**config.mk**
```make
export PLATFORM = sky130hd
export DESIGN_NAME = timer_prescaler
export DESIGN_NICKNAME = d
export VERILOG_FILES = /design/src/rtl/timer_prescaler_pkg.sv /design/src/rtl/pscl_sel_hold.sv /design/src/rtl/pscl_stage_ctr.sv /design/src/rtl/pscl_main_ctr.sv /design/src/rtl/timer_prescaler.sv
export SDC_FILE = /design/constraint.sdc
export NUM_CORES = 1
export LEC_CHECK = 0
export ABC_AREA = 1
export ABC_CLOCK_PERIOD_IN_PS = 3150
export BUFFER_PORTS_ARGS = -buffer_cell sky130_fd_sc_hd__buf_2
export CAP_MARGIN = 0
export CORE_ASPECT_RATIO = 0.5
export CORE_UTILIZATION = 38
export DETAILED_ROUTE_END_ITERATION = 10
export GPL_TIMING_DRIVEN = 0
export PLACE_DENSITY_LB_ADDON = 0.05
export REMOVE_ABC_BUFFERS = 1
export SETUP_SLACK_MARGIN = 0.15
export SLEW_MARGIN = 20
export SYNTH_ARGS = -nofsm -noshare
export SYNTH_HDL_FRONTEND = slang
export SYNTH_SLANG_ARGS = --single-unit
```
**constraint.sdc**
```tcl
create_clock -name clk -period 3.15 [get_ports clk]
set_clock_uncertainty 0.2 [all_clocks]
set_input_delay 0.4725 -clock clk [delete_from_list [all_inputs] [get_ports clk]]
set_output_delay 0.4725 -clock clk [all_outputs]
set_load 0.005 [all_outputs]
```
**src/rtl/timer_prescaler_pkg.sv**
```systemverilog
package timer_prescaler_pkg;

    // Mask with the low n bits set (n is at most 31).
    function automatic int unsigned low_ones(input int unsigned n);
        return (32'd1 << n) - 32'd1;
    endfunction

endpackage

```
**src/rtl/pscl_sel_hold.sv**
```systemverilog
module pscl_sel_hold #(
    parameter int SEL_W = 3
) (
    input  logic             clk,
    input  logic             rst,
    input  logic             at_zero,
    input  logic [SEL_W-1:0] sel_req,
    output logic [SEL_W-1:0] sel_eff
);
    typedef struct packed {
        logic [SEL_W-1:0] act;
    } hold_t;

    hold_t st_d, st_q;

    // Select is taken over only at the all-zero boundary of the stages.
    always_comb begin
        sel_eff = at_zero ? sel_req : st_q.act;
        st_d    = st_q;
        st_d.act = sel_eff;
    end

    always_ff @(posedge clk) begin
        if (rst) st_q <= '0;
        else     st_q <= st_d;
    end

    // away from the boundary the applied ratio cannot move
    a_r3_hold_off_boundary: assert property (@(posedge clk) disable iff (rst)
        !at_zero |=> ($past(sel_eff) == st_q.act));
endmodule

```
**src/rtl/pscl_stage_ctr.sv**
```systemverilog
module pscl_stage_ctr #(
    parameter int SEL_W = 3,
    parameter int PRE_W = 7
) (
    input  logic             clk,
    input  logic             rst,
    input  logic             run_en,
    input  logic [SEL_W-1:0] sel_eff,
    output logic             at_zero,
    output logic             tick
);
    import timer_prescaler_pkg::*;

    typedef struct packed {
        logic [PRE_W-1:0] pre;
    } stage_t;

    stage_t           st_d, st_q;
    logic [PRE_W-1:0] lo_mask;

    always_comb begin
        lo_mask = PRE_W'(low_ones(32'(sel_eff)));
        at_zero = (st_q.pre == '0);
        tick    = !rst && run_en && (&(st_q.pre | ~lo_mask));
        st_d    = st_q;
        if (run_en) st_d.pre = st_q.pre + PRE_W'(1);
    end

    always_ff @(posedge clk) begin
        if (rst) st_q <= '0;
        else     st_q <= st_d;
    end

    // a stopped timer keeps its prescale phase
    a_r5_phase_hold: assert property (@(posedge clk) disable iff (rst)
        !run_en |=> $stable(st_q.pre));
    // a pulse is never raised on the boundary cycle unless the ratio is 1
    a_r3_zero_tick: assert property (@(posedge clk) disable iff (rst)
        (at_zero && tick) |-> (sel_eff == '0));
endmodule

```
**src/rtl/pscl_main_ctr.sv**
```systemverilog
module pscl_main_ctr #(
    parameter int CNT_W = 16
) (
    input  logic             clk,
    input  logic             rst,
    input  logic             tick,
    output logic [CNT_W-1:0] count
);
    typedef struct packed {
        logic [CNT_W-1:0] cnt;
    } main_t;

    main_t st_d, st_q;

    always_comb begin
        st_d = st_q;
        if (tick) st_d.cnt = st_q.cnt + CNT_W'(1);
        count = st_q.cnt;
    end

    always_ff @(posedge clk) begin
        if (rst) st_q <= '0;
        else     st_q <= st_d;
    end
endmodule

```
**src/rtl/timer_prescaler.sv**
```systemverilog
module timer_prescaler #(
    parameter int SEL_W = 3,
    parameter int CNT_W = 16
) (
    input  logic             clk,
    input  logic             rst,
    input  logic             run_en,
    input  logic [SEL_W-1:0] div_sel,
    output logic             cnt_tick,
    output logic [CNT_W-1:0] main_count
);
    localparam int PRE_W = (1 << SEL_W) - 1;

    logic             at_zero;
    logic [SEL_W-1:0] sel_eff;

    pscl_sel_hold #(.SEL_W(SEL_W)) u_sel (
        .clk     (clk),
        .rst     (rst),
        .at_zero (at_zero),
        .sel_req (div_sel),
        .sel_eff (sel_eff)
    );

    pscl_stage_ctr #(.SEL_W(SEL_W), .PRE_W(PRE_W)) u_stage (
        .clk     (clk),
        .rst     (rst),
        .run_en  (run_en),
        .sel_eff (sel_eff),
        .at_zero (at_zero),
        .tick    (cnt_tick)
    );

    pscl_main_ctr #(.CNT_W(CNT_W)) u_main (
        .clk   (clk),
        .rst   (rst),
        .tick  (cnt_tick),
        .count (main_count)
    );

    // counter is clear on the first cycle out of reset
    a_r1_clear: assert property (@(posedge clk) disable iff (rst)
        $past(rst) |-> (main_count == '0));
    // no pulse and no count movement while stopped
    a_r5_no_tick: assert property (@(posedge clk) disable iff (rst)
        !run_en |-> !cnt_tick);
    a_r5_count_hold: assert property (@(posedge clk) disable iff (rst)
        !cnt_tick |=> $stable(main_count));
    // one step per pulse
    a_r6_step: assert property (@(posedge clk) disable iff (rst)
        (cnt_tick && main_count != '1) |=> (main_count == $past(main_count) + CNT_W'(1)));
    // wrap to zero
    a_r7_wrap: assert property (@(posedge clk) disable iff (rst)
        (cnt_tick && main_count == '1) |=> (main_count == '0));
    // divide-by-1 pulses on every enabled cycle
    a_r8_every: assert property (@(posedge clk) disable iff (rst)
        (run_en && sel_eff == '0) |-> cnt_tick);
endmodule

```
==> flow_metrics.py <==
metrics = {
    "run_status": {
        "status": "finished clean",
    },
    "die": {
        "rows": 16,
        "initial_core_util_pct": 41.3,
        "core_sq_um": 4060,
        "die_x_um": 95.9,
        "die_y_um": 49.0,
        "ioPinCount": 23,
        "fp.dieArea_sq_um": 4700,
    },
    "power": {
        "p_per_area_nw_per_um2": 399,
        "p_seq_share_pct": 41.2,
        "ir_drop_uv": 170,
        "sw_frac_of_total_pct": 29.6,
        "p_sw_w": 0.000244,
        "p_leak_nw": 0.866,
        "p_clk_share_pct": 34.8,
        "pwr-share-comb_pct": 24.1,
        "power.internal_w": 0.000580,
    },
    "synth": {
        "synth_cells": 238,
        "async_reset_ff_share_pct": 0,
        "synth_compound_area_share_pct": 7.61,
        "synth-seq-area-share_pct": 31.0,
        "yosys.area_share.adder_pct": 2.99,
        "synth_top_family_by_area": "simple AND/OR/NAND/NOR gates",
        "synth-edff-count": 0,
        "ys_ff_latch": 26,
        "muxShareOfSynthArea_pct": 0,
        "yosys.area_share.xor_xnor_pct": 7.31,
        "postSynthAreaPerCell_sq_um": 7.04,
        "syn-cell-area_sq_um": 1680,
        "synth_cell_type_count": 29,
        "synthSimpleGateAreaFrac_pct": 41.4,
        "ys.flop_type": "dfxtp_1",
        "synth_warnings": 0,
    },
    "global_routing": {
        "overflow": 0,
        "grt_pass1_vias": 1384,
        "antenna_found_initial": 0,
        "grt_usage_pct": 17.2,
        "grt_pass1_wl_um": 6300,
        "grt_max_degree": 22,
    },
    "sta": {
        "grt_setup_unrepaired": "yes",
        "period_needed_ns": 2.99,
        "tightest_slew_ns": 0.452,
        "finalHoldViolCount": 0,
        "tns_ns": 0,
        "period_share_pct": 94.8,
        "slew_headroom_pct": 69.9,
        "finalSetupViolations": 0,
        "finalMaxSlewViolations": 0,
        "max_clock_freq_ghz": 0.335,
        "hold_ws_ns": 0.255,
    },
    "detailed_routing": {
        "routed_via_density": 4.82,
        "drtAntennaViolNets": 0,
        "firstDrtPassIters": 5,
        "drt_iter0_drc": 49,
        "wl_per_cell_um": 11.5,
        "routed_wl_um": 3790,
        "drc_errors": 0,
        "vias": 1592,
    },
    "layout": {
        "layout.nets": 287,
        "drive_gt1_share_pct": 26.8,
        "syn_to_final_growth_pct": 23.3,
        "n_antenna_cell": 0,
        "fill_cells": 433,
        "multiInputGateArea_sq_um": 1030,
        "final_util_pct": 50.9,
        "register_area_sq_um": 526,
        "final_common_cell": "nand2_1",
        "layout_common_cells": "nand2_1 (49), nand3_1 (26), nor2_1 (26)",
    },
    "clock_tree": {
        "htreeDepth": 1,
        "cts_root_buf": "clkbuf_8",
        "cts_tree": "yes",
        "cts.clk_slew.worst_paths_ns": 0.09,
        "cts_max_path_buffers": 2,
        "clock_latency_ns": 0.28,
        "cts_made_buffers": 3,
        "cts.sinks": 26,
    },
    "setup_path": {
        "path_class": "flip-flop to output port",
        "critPathCaptureType": "output port",
        "startpoint_type": "flip-flop",
        "crit_required_ns": 2.48,
        "arrival_ns": 2.32,
        "path_max_fanout": 5,
    },
    "place": {
        "dp_hpwl_um": 2570,
        "place_congestion": 0.822,
        "portBuffers": 22,
    },
    "flow_run": {
        "maxCapViolCount": 0,
    },
    "hold_path": {
        "hp-class": "input pin to flip-flop",
    },
}
==> registers in the layout, indices dropped and copies added, names as in the netlist <==
register / cells
u_stage.st_q: 7
u_sel.st_q: 3
u_main.count: 16
==> critical path: stages (launching register included) <==
cell and delay (ns):
dfxtp_2 0.34, inv_2 0.07, ha_4 0.13, inv_2 0.04, nor2_4 0.12, nand3_2 0.13, nand2_2 0.11, nand2_2 0.10
nand4_1 0.15, ha_4 0.15, nand3_1 0.11, nand2_1 0.09, nand2_1 0.09, nand3_4 0.10, nand3_2 0.08, nor2_2 0.11
buf_2 0.12
==> layer usage <==
metal  share of wire, %  track usage, %  wire length [um]
met4               0.66            2.99                25
met3                3.1            4.67               117
met1                 52            23.6              1950
met5                  0               0                 0
met2                 45            27.5              1690
==> final cells by class <==
| type | count | area share [%] |
|---|---|---|
| Sequential cell | 26 | 25.4 |
| Clock buffer | 3 | 2.00 |
| Tap cell | 54 | 3.27 |
| Multi-Input combinational cell | 177 | 49.9 |
| Inverter | 29 | 5.45 |
| Clock inverter | 1 | 1.45 |
| Timing Repair Buffer | 40 | 12.5 |
==> per-stage QoR <==
stage	std cells	setup WS [ns]	area [sq um]	power (W)
6_report	330	0.162	2070	0.000824
5_1_grt	330	0.00221	2070	0.000877
4_1_cts	324	0.0744	2010	0.000828
3_5_place_dp	308	0.0521	1800	0.000498
3_3_place_gp	308	0.0600	1800	0.000497
2_1_floorplan	232	0.453	1630	0.000465
==> kinds of logic after synthesis <==
group | after synthesis
adder cells (fa/ha/maj) | 4
buffers and inverters | 35
AO/OA/AOI/OAI | 22
flip-flops | 26
AND/OR/NAND/NOR | 137
XOR/XNOR | 14
==> power groups by stage <==
stage,clock network (W),registers [W],logic (W)
2_1_floorplan,0,0.000346,0.000119
3_3_place_gp,0,0.000347,0.000150
3_5_place_dp,0,0.000347,0.000151
4_1_cts,0.000298,0.000339,0.000191
5_1_grt,0.000317,0.000340,0.000220
6_report,0.000286,0.000339,0.000198
==> cell usage after synthesis, types with 2 or more instances <==
library cell | number | area share [%]
nand3_4 | 2 | 2.1
nand2_1 | 51 | 11
buf_6 | 2 | 1.3
xnor2_1 | 5 | 2.6
o21ai_0 | 2 | 0.60
nand3_2 | 2 | 1.2
nor3_1 | 8 | 2.4
dfxtp_1 | 26 | 31
clkbuf_1 | 2 | 0.45
nand4_1 | 7 | 2.6
a21oi_1 | 17 | 5.1
nand3_1 | 27 | 8.1
nor2_1 | 27 | 6.0
ha_1 | 4 | 3.0
nor2_4 | 5 | 3.4
xor2_1 | 9 | 4.7
nand2_2 | 4 | 1.5
inv_1 | 27 | 6.0
==> final timing paths <==
path | from | to | slack (ns) | depth (start not counted)
setup reg to reg | u_stage.st_q[1] | u_main.count[15] | 0.40 | 17
hold reg to reg | u_main.count[15] | u_main.count[15] | 0.30 | 2
hold / removal | run_en | u_stage.st_q[0] | 0.25 | 2
setup / recovery | u_stage.st_q[1] | cnt_tick | 0.16 | 16
==> repair_timing <==
item,in CTS,in global routing
gates cloned,0,0
resized for setup,14,1
pin swaps,12,10
hold buffers,0,0
endpoints found under the setup margin,1,7
setup buffers,12,6
Power figures use the tool's default switching activity.
